### src/rtl/clarke_pkg.sv
package clarke_pkg;
  typedef enum logic [1:0] {
    FMT_ORTHO = 2'b00,
    FMT_TRI3  = 2'b01,
    FMT_TRI2  = 2'b10,
    FMT_RSVD  = 2'b11
  } fmt_e;
endpackage

### src/rtl/clarke_select.sv
// Stage 1: decode the input format, rebuild the missing phase, form the difference.
module clarke_select #(
  parameter int W     = 16,
  parameter int GUARD = 2
) (
  input  logic                        clk,
  input  logic                        rst_n,
  input  logic                        in_valid,
  input  logic [1:0]                  fmt,
  input  logic signed [W-1:0]         ph_a,
  input  logic signed [W-1:0]         ph_b,
  input  logic signed [W-1:0]         ph_c,
  output logic                        s1_valid,
  output logic                        s1_bypass,
  output logic signed [W+GUARD-1:0]   s1_dir,
  output logic signed [W+GUARD-1:0]   s1_src
);
  import clarke_pkg::*;
  localparam int WG = W + GUARD;

  function automatic logic signed [WG-1:0] widen(input logic signed [W-1:0] x);
    return {{GUARD{x[W-1]}}, x};
  endfunction

  // -(b+c): the 0-degree phase of a balanced set
  function automatic logic signed [WG-1:0] rebuild_a(input logic signed [W-1:0] b,
                                                     input logic signed [W-1:0] c);
    return -(widen(b) + widen(c));
  endfunction

  fmt_e                 fmt_q;
  logic signed [WG-1:0] dir_d, src_d;
  logic                 byp_d;

  always_comb begin
    fmt_q = fmt_e'(fmt);
    byp_d = (fmt_q == FMT_ORTHO);
    dir_d = (fmt_q == FMT_TRI2) ? rebuild_a(ph_b, ph_c) : widen(ph_a);
    src_d = byp_d ? widen(ph_b) : (widen(ph_c) - widen(ph_b));
  end

  always_ff @(posedge clk) begin
    if (!rst_n) begin
      s1_valid  <= 1'b0;
      s1_bypass <= 1'b0;
      s1_dir    <= '0;
      s1_src    <= '0;
    end else begin
      s1_valid <= in_valid;
      if (in_valid) begin
        s1_bypass <= byp_d;
        s1_dir    <= dir_d;
        s1_src    <= src_d;
      end
    end
  end
endmodule

### src/rtl/clarke_scale.sv
// Stage 2: scale the difference by 1/sqrt(3), saturate, register the outputs.
module clarke_scale #(
  parameter int W       = 16,
  parameter int GUARD   = 2,
  parameter int K_VAL   = 18919,
  parameter int K_SHIFT = 15
) (
  input  logic                        clk,
  input  logic                        rst_n,
  input  logic                        s1_valid,
  input  logic                        s1_bypass,
  input  logic signed [W+GUARD-1:0]   s1_dir,
  input  logic signed [W+GUARD-1:0]   s1_src,
  output logic                        out_valid,
  output logic signed [W-1:0]         dir_out,
  output logic signed [W-1:0]         quad_out
);
  localparam int WG = W + GUARD;
  localparam int PW = WG + K_SHIFT + 2;
  localparam logic signed [PW-1:0] KV   = PW'(K_VAL);
  localparam logic signed [PW-1:0] PMAX = {{(PW-W+1){1'b0}}, {(W-1){1'b1}}};
  localparam logic signed [PW-1:0] PMIN = {{(PW-W+1){1'b1}}, {(W-1){1'b0}}};

  function automatic logic signed [PW-1:0] to_pw(input logic signed [WG-1:0] x);
    return {{(PW-WG){x[WG-1]}}, x};
  endfunction

  function automatic logic signed [W-1:0] clip(input logic signed [PW-1:0] x);
    if (x > PMAX) return PMAX[W-1:0];
    if (x < PMIN) return PMIN[W-1:0];
    return x[W-1:0];
  endfunction

  function automatic logic signed [PW-1:0] scale_inv_sqrt3(input logic signed [WG-1:0] d);
    logic signed [PW-1:0] prod;
    prod = to_pw(d) * KV;
    return prod >>> K_SHIFT;
  endfunction

  logic signed [W-1:0] dir_d, quad_d;

  always_comb begin
    dir_d  = clip(to_pw(s1_dir));
    quad_d = s1_bypass ? clip(to_pw(s1_src)) : clip(scale_inv_sqrt3(s1_src));
  end

  always_ff @(posedge clk) begin
    if (!rst_n) begin
      out_valid <= 1'b0;
      dir_out   <= '0;
      quad_out  <= '0;
    end else begin
      out_valid <= s1_valid;
      if (s1_valid) begin
        dir_out  <= dir_d;
        quad_out <= quad_d;
      end
    end
  end
endmodule

### src/rtl/clarke_front.sv
module clarke_front #(
  parameter int W       = 16,
  parameter int GUARD   = 2,
  parameter int K_VAL   = 18919,
  parameter int K_SHIFT = 15
) (
  input  logic                clk,
  input  logic                rst_n,
  input  logic                in_valid,
  input  logic [1:0]          fmt,
  input  logic signed [W-1:0] ph_a,
  input  logic signed [W-1:0] ph_b,
  input  logic signed [W-1:0] ph_c,
  output logic                out_valid,
  output logic signed [W-1:0] dir_out,
  output logic signed [W-1:0] quad_out
);
  localparam int WG = W + GUARD;

  // stage-1 events, named for the checker
  logic                 s1_valid;
  logic                 s1_bypass;
  logic signed [WG-1:0] s1_dir;
  logic signed [WG-1:0] s1_src;

  clarke_select #(.W(W), .GUARD(GUARD)) u_select (
    .clk(clk), .rst_n(rst_n), .in_valid(in_valid), .fmt(fmt),
    .ph_a(ph_a), .ph_b(ph_b), .ph_c(ph_c),
    .s1_valid(s1_valid), .s1_bypass(s1_bypass), .s1_dir(s1_dir), .s1_src(s1_src)
  );

  clarke_scale #(.W(W), .GUARD(GUARD), .K_VAL(K_VAL), .K_SHIFT(K_SHIFT)) u_scale (
    .clk(clk), .rst_n(rst_n),
    .s1_valid(s1_valid), .s1_bypass(s1_bypass), .s1_dir(s1_dir), .s1_src(s1_src),
    .out_valid(out_valid), .dir_out(dir_out), .quad_out(quad_out)
  );
endmodule

### config.mk
export PLATFORM = sky130hd
export DESIGN_NAME = clarke_front
export DESIGN_NICKNAME = d
export VERILOG_FILES = /design/src/rtl/clarke_pkg.sv /design/src/rtl/clarke_select.sv /design/src/rtl/clarke_scale.sv /design/src/rtl/clarke_front.sv
export SDC_FILE = /design/constraint.sdc
export NUM_CORES = 1
export LEC_CHECK = 0
export BUFFER_PORTS_ARGS = -buffer_cell sky130_fd_sc_hd__buf_2
export CORE_UTILIZATION = 50
export CTS_BUF_LIST = sky130_fd_sc_hd__clkbuf_2 sky130_fd_sc_hd__clkbuf_4 sky130_fd_sc_hd__clkbuf_8
export CTS_CLUSTER_DIAMETER = 40
export DETAILED_ROUTE_END_ITERATION = 10
export MAX_ROUTING_LAYER = met4
export PLACE_DENSITY_LB_ADDON = 0.05
export SLEW_MARGIN = 20
export SYNTH_ARGS = -nofsm -noshare
export SYNTH_HDL_FRONTEND = slang
export SYNTH_HIERARCHICAL = 1
export SYNTH_SLANG_ARGS = --single-unit
### constraint.sdc
create_clock -name clk -period 21.3 [get_ports clk]
set_input_delay 1.065 -clock clk [delete_from_list [all_inputs] [get_ports clk]]
set_output_delay 1.065 -clock clk [all_outputs]
set_load 0.05 [all_outputs]
==> results of run 1 <==
worst min-delay path by stage:
stage,from,end,slack (ns),depth (start not counted)
6_report,u_scale/dir_out[4],u_scale/dir_out[4],0.47,2
5_1_grt,u_scale/dir_out[14],u_scale/dir_out[14],0.49,2
4_1_cts,u_scale/dir_out[0],u_scale/dir_out[0],0.48,2
3_5_place_dp,u_select/s1_dir[4],u_select/s1_dir[4],0.46,1
3_3_place_gp,u_select/s1_dir[2],u_select/s1_dir[2],0.46,1
2_1_floorplan,u_select/s1_dir[0],u_select/s1_dir[0],0.45,1
tightest hold or removal path, cell delays in order, from the launching register on:
cell      delay, ns
dfxtp_1        0.31
nand2_1        0.05
a21boi_0       0.06
per-layer routing:
metal,vias to the layer above,wire length (µm),global-route usage
met1,4531,16400,0.428
li1,4563,-,-
met3,20,1550,0.0392
met5,-,0,-
met2,233,13800,0.422
met4,0,250,0.0418
final cells by class:
type	instances	area, µm²
clock buffers	9	124
clock inverters	7	61.3
fillers	2122	9860
inverters	274	1030
multi-input cells	956	8660
flip-flops and latches	70	1400
well taps	280	350
repair buffers	92	478
cells by family after synthesis:
logic type / after synthesis / synth area share
fa+ha+maj: 289 / 0.390
mux: 16 / 0.0144
simple gates: 286 / 0.123
flops: 70 / 0.124
compound gates: 287 / 0.177
buf+inv: 319 / 0.111
xor+xnor: 78 / 0.0605
power breakdown:
| group | internal (mW) | switching [mW] | total (mW) |
|---|---|---|---|
| combinational | 0.489 | 0.882 | 1.37 |
| clock | 0.0447 | 0.0629 | 0.108 |
| sequential | 0.146 | 0.0232 | 0.170 |
| total | 0.680 | 0.968 | 1.65 |
registers in the layout, summed over array words and instances, names as in the netlist:
name / flops
u_select/s1_dir: 18
u_scale/dir_out: 16
u_select/s1_valid: 1
u_select/s1_src: 17
u_scale/quad_out: 16
u_scale/out_valid: 1
u_select/s1_bypass: 1
synthesized netlist by cell type, types with 13 or more instances:
library cell / n / area [µm²]
inv_1: 271 / 1020
ha_1: 184 / 2300
fa_1: 105 / 2100
nand2_1: 102 / 383
o21ai_0: 73 / 365
a21oi_1: 71 / 355
dfxtp_1: 70 / 1400
nor2_1: 51 / 191
xnor2_1: 44 / 385
xor2_1: 34 / 298
clkbuf_1: 33 / 124
nand3_1: 26 / 130
a21boi_0: 19 / 143
and2_1: 19 / 119
nand4_1: 19 / 119
nor2b_1: 19 / 119
a31oi_1: 14 / 87.6
mux2i_1: 14 / 140
a221oi_2: 13 / 195
o211ai_1: 13 / 97.6
metrics by stage:
stage / cells / worst slack [ns]
after global routing: 1688 / 12.45
final: 1688 / 13.03
after detailed placement: 1672 / 13.26
after CTS: 1688 / 13.24
after global placement: 1672 / 13.38
after floorplan: 1345 / 14.08
layout by cell type (no fill, tap or decap), types with 8 or more instances in the layout:
master / count
inv_1: 271
ha_1: 184
fa_1: 105
nand2_1: 102
buf_2: 85
o21ai_0: 73
a21oi_1: 71
dfxtp_1: 69
nor2_1: 51
xnor2_1: 43
xor2_1: 34
nand3_1: 26
and2_1: 19
nand4_1: 19
a21boi_0: 19
nor2b_1: 19
mux2i_1: 14
a31oi_1: 14
o211ai_1: 13
a221oi_2: 13
or2_2: 10
a21o_1: 10
nor3_1: 10
clkbuf_8: 9
o211a_1: 8
==> flow_summary.yaml, run 1 <==
run_status:
  outcome: "finished with violations"
  violations: "design-rule violations"
job:
  cap_violations: 0
die:
  fp.coreArea_um2: 22000
  fp.dieH_um: 152
  rows: 54
  dieArea_um2: 23200
  num_io_pins: 86
  die_x_um: 152
  start_util: 0.514
worst_setup_path:
  critPathBufInv: 6
  cpMaxStageDelayCell: "nor3b_2"
  critPathRequiredTime_ns: 21.52
  crit_path_start: "u_select/s1_src[16]"
  r2r_slack_ns: 13.03
  arrival_ns: 8.49
  rr_startpoint: "u_select/s1_src[16]"
  rr_worst_depth: 22
  cpPeakStageDelay_ns: 0.91
  crit_chain: "buf_4 > clkinv_1 > ha_1 > ha_1 > inv_1 > fa_1 > inv_1 > fa_1 > inv_1 > fa_1 > fa_1 > inv_1 > ha_1 > a21oi_1 > o21bai_1 > a21oi_1 > nand3_1 > a21o_1 > o311ai_0 > a31o_1 > nor3b_2 > a221oi_1"
  r2r_end: "u_scale/quad_out[3]"
  crit_fanout: 48
  path_depth: 22
  endpoint: "u_scale/quad_out[3]"
  cp_top_family: "adder cells"
  critPathKind: "reg2reg"
  cp-start-kind: "flop"
  worstSetupEndpointType: "flop"
synthesis:
  synth_ff_type: "dfxtp_1"
  synth_edf_count: 0
  yosys_warnings: 6
  ys_types: 74
  ys_ff_latch: 70
  syn-num-nets: 1687
  avgSynthCellArea_um2: 8.40
  syn_area_um2: 11300
  async_flop_share: 0
  syn_inst: 1345
  synth-seq-area-share: 0.124
cells_and_area:
  nets: 1745
  area_growth_pct: 7.17
  fin_util: 0.551
  design_area_um2: 12100
  drive_gt1_frac: 0.104
  n_antenna_cell: 0
detailed_routing:
  wl_per_cell_um: 19.0
  drtIter0Drc: 591
  post-route-drc-count: 4
  firstDrtPassIters: 10
  routed_wl_mm: 32.0
  viasPerCell: 5.54
  ant_nets: 0
  dr_total_vias: 9347
place:
  gp_congestion: 0.919
  hpwl_mm: 26.4
  io_buffers: 85
  post_dp_cell_area_um2: 11900
sta:
  fin_setup_tns_ns: 0
  setup_viol: 0
  rsz0062_at_grt: "false"
  hold_violations: 0
  period_needed_ns: 8.27
  clock.fmax_mhz: 121
  period_share: 0.388
  fin_skew_ns: 0.0186
  tightest_slew_ns: 1.13
  max_slew_margin: 0.240
  hold_ws_ns: 0.472
  maxSlewViolCount: 0
clock_tree:
  worstSkewPairLatency_ns: 0.38
  post_cts_resized: 0
  cts_hold_buf: 0
  post_cts_buffers: 0
  clock_sinks: 70
  cts_max_path_buffers: 2
  clkSlewWorstSetupHoldPaths_ns: 0.10
  htree_levels: 3
  cts-root-buf: "clkbuf_8"
  cts_tree: "built"
  cts_buffers: 9
global_routing:
  grt_use_total: 0.289
  gr-total-overflow: 0
  antenna_found_initial: 2
  grt_pass1_vias: 9034
  grt_max_degree: 72
  grt_pass1_wl_mm: 50.1
power_and_ir_drop:
  power_density_nw_per_um2: 136
  totalPowerFinal_mw: 1.65
  worst_ir_drop_vdd_uv: 80.6
  leakagePower_nw: 6.35
min_path:
  hp-class: "reg2reg"
Power figures use the tool's default switching activity.
==> run 2: changes to the inputs <==
==> constraint.sdc (replaced) <==
create_clock -name clk -period 7.55 [get_ports clk]
set_input_delay 0.3775 -clock clk [delete_from_list [all_inputs] [get_ports clk]]
set_output_delay 0.3775 -clock clk [all_outputs]
set_load 0.05 [all_outputs]
==> flow_summary.yaml, run 2 (synthesis gave the netlist of run 1 again) <==
run_status:
  outcome: "finished with violations"
  violations: "design-rule violations"
die:
  die_x_um: 152
  start_util: 0.514
  rows: 54
  fp.coreArea_um2: 22000
  dieArea_um2: 23200
  fp.dieH_um: 152
  num_io_pins: 86
worst_setup_path:
  critPathKind: "reg2reg"
  arrival_ns: 7.12
  cpPeakStageDelay_ns: 0.67
  cp-start-kind: "flop"
  cpMaxStageDelayCell: "o311ai_0"
  critPathBufInv: 4
  crit_fanout: 10
  critPathRequiredTime_ns: 7.79
  worstSetupEndpointType: "flop"
  crit_top_cell: "fa_1"
  crit_chain: "ha_1 > xnor2_1 > inv_1 > ha_1 > or2_2 > fa_1 > fa_1 > fa_1 > inv_1 > fa_1 > inv_1 > ha_1 > a21oi_1 > nand2_1 > a221oi_1 > nand3_1 > a21o_1 > o311ai_0 > a31o_1 > nor3b_4 > buf_12 > a221oi_2"
  cp_top_family: "adder cells"
clock_tree:
  post_cts_resized: 0
  cts_hold_buf: 0
  post_cts_buffers: 0
  htree_levels: 3
  clkSlewWorstSetupHoldPaths_ns: 0.09
  clock_sinks: 70
  cts_max_path_buffers: 2
  cts_buffers: 9
  worstSkewPairLatency_ns: 0.38
  cts-root-buf: "clkbuf_8"
  cts_tree: "built"
power_and_ir_drop:
  p_switching_mw: 2.72
  worst_ir_drop_vdd_uv: 230
  p_comb_frac: 0.832
  p_clk_frac: 0.070
  p_int_mw: 1.97
  netSwitchingFraction: 0.580
  p_seq_frac: 0.099
  power_density_nw_per_um2: 383
  leakagePower_nw: 6.41
cells_and_area:
  drive_gt1_frac: 0.110
  stdcell_count: 1698
  area_growth_pct: 8.12
  largest_reg_flops: 18
  largestRegisters: "u_select/s1_dir: 18 flops, u_select/s1_src: 17 flops"
  final_common_cell: "inv_1"
  nFillCells: 2079
  nets: 1755
  top_register: "u_select/s1_dir"
  ff_latch_area_um2: 1400
  n_antenna_cell: 0
  multi_input_area_um2: 8660
  final_cell_mix: "inv_1 (271), ha_1 (184), fa_1 (105)"
  fin_util: 0.556
detailed_routing:
  viasPerCell: 5.53
  firstDrtPassIters: 8
  ant_nets: 0
  wl_per_cell_um: 18.6
  drtIter0Drc: 586
  routed_wl_mm: 31.5
  post-route-drc-count: 4
  dr_total_vias: 9398
sta:
  tightest_slew_ns: 0.977
  period_share: 0.912
  clock.fmax_mhz: 145
  rsz0062_at_grt: "false"
  period_needed_ns: 6.88
  hold_violations: 0
  max_slew_margin: 0.346
  hold_ws_ns: 0.256
  setup_viol: 0
  fin_skew_ns: 0.0241
  setup_slack_ns: 0.666
  maxSlewViolCount: 0
  fin_setup_tns_ns: 0
global_routing:
  grt_use_total: 0.285
  grt_max_degree: 72
  grt_pass1_wl_mm: 49.8
  gr-total-overflow: 0
  antenna_found_initial: 0
  grt_pass1_vias: 9296
place:
  gp_congestion: 0.963
  dp.cells: 1681
  io_buffers: 85
  hpwl_mm: 26.2
  dp_slack_ns: 0.357
min_path:
  hp-class: "in2reg"
job:
  cap_violations: 0
-- run 2: metal layers --
layer | vias up | track usage | wire [µm]
met5 | - | - | 0
met3 | 33 | 0.0381 | 1810
met2 | 262 | 0.428 | 13800
met4 | 0 | 0.0617 | 463
met1 | 4519 | 0.407 | 15500
li1 | 4584 | - | -
-- run 2: path summary, 6_finish.rpt --
path	startpoint	endpoint	slack, ns	cells after the start
worst max-delay path	u_select/s1_src[7]	u_scale/quad_out[9]	0.67	22
worst min register to register	u_scale/dir_out[4]	u_scale/dir_out[4]	0.47	2
worst max register to register	u_select/s1_src[7]	u_scale/quad_out[9]	0.67	22
worst min-delay path	ph_a[6]	u_select/s1_dir[6]	0.26	3
-- run 2: final cells by class --
class                   instances  area share
multi-input cells             956       0.709
inverters                     274      0.0842
well taps                     280      0.0287
repair buffers                102      0.0463
flip-flops and latches         70       0.115
clock buffers                   9      0.0101
clock inverters                 7     0.00646
-- run 2: worst register-to-register path, delay by kind of cell (launching register included) --
kind                       cells  cell delay (ns)
adders and majority gates      7             2.91
AOI/OAI and AO/OA              6             1.81
and+or+nand+nor                4             0.86
DFF                            1             0.57
buffers and inverters          4             0.36
xor gates and xnor gates       1             0.26
-- run 2: power groups by stage --
stage / Sequential (mW) / Clock (mW) / Combinational (mW)
2_1_floorplan: 0.540 / 0 / 2.75
3_3_place_gp: 0.469 / 0 / 3.84
3_5_place_dp: 0.469 / 0 / 3.83
4_1_cts: 0.462 / 0.330 / 3.86
5_1_grt: 0.468 / 0.346 / 4.34
6_report: 0.462 / 0.326 / 3.89
-- run 2: metrics by stage --
stage	cell area (µm²)	power (mW)
final	12200	4.68
after global routing	12200	5.16
after global placement	12000	4.31
after detailed placement	12000	4.30
after floorplan	11300	3.29
after CTS	12200	4.65
==> run 3: changes to the inputs <==
--- a/config.mk
+++ b/config.mk
@@ -7,7 +7,6 @@
 export LEC_CHECK = 0
 export BUFFER_PORTS_ARGS = -buffer_cell sky130_fd_sc_hd__buf_2
 export CORE_UTILIZATION = 50
-export CTS_BUF_LIST = sky130_fd_sc_hd__clkbuf_2 sky130_fd_sc_hd__clkbuf_4 sky130_fd_sc_hd__clkbuf_8
 export CTS_CLUSTER_DIAMETER = 40
 export DETAILED_ROUTE_END_ITERATION = 10
 export MAX_ROUTING_LAYER = met4
==> flow_summary.yaml, run 3 (synthesis gave the netlist of run 1 again) <==
run_status:
  outcome: "finished with violations"
  violations: "design-rule violations"
die:
  die_x_um: 152
  start_util: 0.514
  rows: 54
  num_io_pins: 86
  dieArea_um2: 23200
  fp.coreArea_um2: 22000
  fp.dieH_um: 152
power_and_ir_drop:
  leakagePower_nw: 6.47
  worst_ir_drop_vdd_uv: 231
  totalPowerFinal_mw: 4.81
  power_density_nw_per_um2: 390
clock_tree:
  cts_tree: "built"
  worstSkewPairLatency_ns: 0.34
  cts_max_path_buffers: 2
  post_cts_resized: 0
  clock_sinks: 70
  clkSlewWorstSetupHoldPaths_ns: 0.06
  cts_buffers: 9
  cts-root-buf: "clkbuf_16"
  htree_levels: 3
worst_setup_path:
  arrival_ns: 7.09
  r2r_end: "u_scale/quad_out[11]"
  critPathKind: "reg2reg"
  cpMaxStageDelayCell: "o311ai_0"
  cp_top_family: "adder cells"
  cp-start-kind: "flop"
  cpPeakStageDelay_ns: 0.67
  critPathRequiredTime_ns: 7.76
  r2r_slack_ns: 0.67
  crit_top_cell: "fa_1"
  worstSetupEndpointType: "flop"
  rr_startpoint: "u_select/s1_src[7]"
  critPathBufInv: 4
  crit_chain: "ha_1 > xnor2_1 > inv_1 > ha_1 > or2_2 > fa_1 > fa_1 > fa_1 > inv_1 > fa_1 > inv_1 > ha_1 > a21oi_1 > nand2_1 > a221oi_1 > nand3_1 > a21o_1 > o311ai_0 > a31o_1 > nor3b_4 > buf_12 > a221oi_2"
  rr_worst_depth: 22
  crit_fanout: 9
place:
  dp_slack_ns: 0.357
  gp_congestion: 0.963
  hpwl_mm: 26.2
  io_buffers: 85
sta:
  tightest_slew_ns: 0.972
  setup_slack_ns: 0.666
  period_needed_ns: 6.88
  fin_setup_tns_ns: 0
  period_share: 0.912
  hold_violations: 0
  maxSlewViolCount: 0
  hold_ws_ns: 0.293
  fin_skew_ns: 0.0149
  setup_viol: 0
  max_slew_margin: 0.349
  rsz0062_at_grt: "false"
  clock.fmax_mhz: 145
cells_and_area:
  area_growth_pct: 9.09
  drive_gt1_frac: 0.111
  largestRegisters: "u_select/s1_dir: 18 flops, u_select/s1_src: 17 flops"
  final_cell_mix: "inv_1 (271), ha_1 (184), fa_1 (105)"
  nets: 1756
  final_common_cell: "inv_1"
  top_register: "u_select/s1_dir"
  n_antenna_cell: 0
  largest_reg_flops: 18
detailed_routing:
  ant_nets: 0
  viasPerCell: 5.56
  firstDrtPassIters: 8
  wl_per_cell_um: 18.6
  post-route-drc-count: 4
  drtIter0Drc: 599
  routed_wl_mm: 31.6
  dr_total_vias: 9449
min_path:
  hold_start: "ph_a[6]"
  min_delay_path_depth: 3
  hp-class: "in2reg"
  holdPathEnd: "u_select/s1_dir[6]"
global_routing:
  met3_usage: 0.0361
  grt_max_degree: 72
  busiest_layer: "met2"
  grt_pass1_vias: 9293
  grtUsageMet1: 0.407
  grt_use_met2: 0.427
  grt_use_total: 0.285
  antenna_found_initial: 0
  gr-total-overflow: 0
  grt_pass1_wl_mm: 49.9
job:
  cap_violations: 0
run 3: cell count changes in the layout (fill, tap and decap cells not counted):
cell,delta
clkbuf_8,-9
clkbuf_16,+9
buf_4,+1
run 3: area by class of cell:
type                       instances  area (µm²)
clock buffer                       9         225
clock inverter                     7        78.8
fill                            2066        9640
inverter                         274        1030
multi-input combinational        956        8660
sequential                        70        1400
tap                              280         350
timing repair buffer             103         573
run 3: repair_timing:
action	4_1_cts	5_1_grt
setup buffers	0	2
hold buffers	0	0
setup endpoints to repair	0	7
run 3: worst max-delay path by stage:
stage / startpoint / slack [ns] / to / depth (start not counted)
2_1_floorplan: u_select/s1_src[16] / 0.33 / u_scale/quad_out[4] / 25
3_3_place_gp: u_select/s1_src[15] / 0.38 / u_scale/quad_out[7] / 20
3_5_place_dp: u_select/s1_src[15] / 0.36 / u_scale/quad_out[7] / 20
4_1_cts: u_select/s1_src[15] / 0.34 / u_scale/quad_out[7] / 20
5_1_grt: u_select/s1_src[15] / 0.27 / u_scale/quad_out[7] / 20
6_report: u_select/s1_src[7] / 0.67 / u_scale/quad_out[11] / 22
run 3: metal layers:
layer  vias up  wire length (µm)
met2       278             13800
met4         0               442
met5         -                 0
met3        37              1840
met1      4545             15500
li1       4589                 -
run 3: per-stage QoR:
| stage | std cells | util | cell area, µm² |
|---|---|---|---|
| final | 1699 | 0.561 | 12300 |
| after global routing | 1699 | 0.561 | 12300 |
| after detailed placement | 1681 | 0.545 | 12000 |
| after global placement | 1681 | 0.545 | 12000 |
| after floorplan | 1345 | - | 11300 |
| after CTS | 1697 | 0.559 | 12300 |
run 3: power breakdown:
group | total (mW) | internal, mW | switching, mW
clock network | 0.441 | 0.260 | 0.180
logic | 3.91 | 1.40 | 2.51
registers | 0.463 | 0.414 | 0.0491
run 3: worst min-delay path: cells and delay by family:
family | cells | cell delay (ns)
buf+inv | 1 | 0.10
compound gates | 1 | 0.07
simple gates | 1 | 0.04
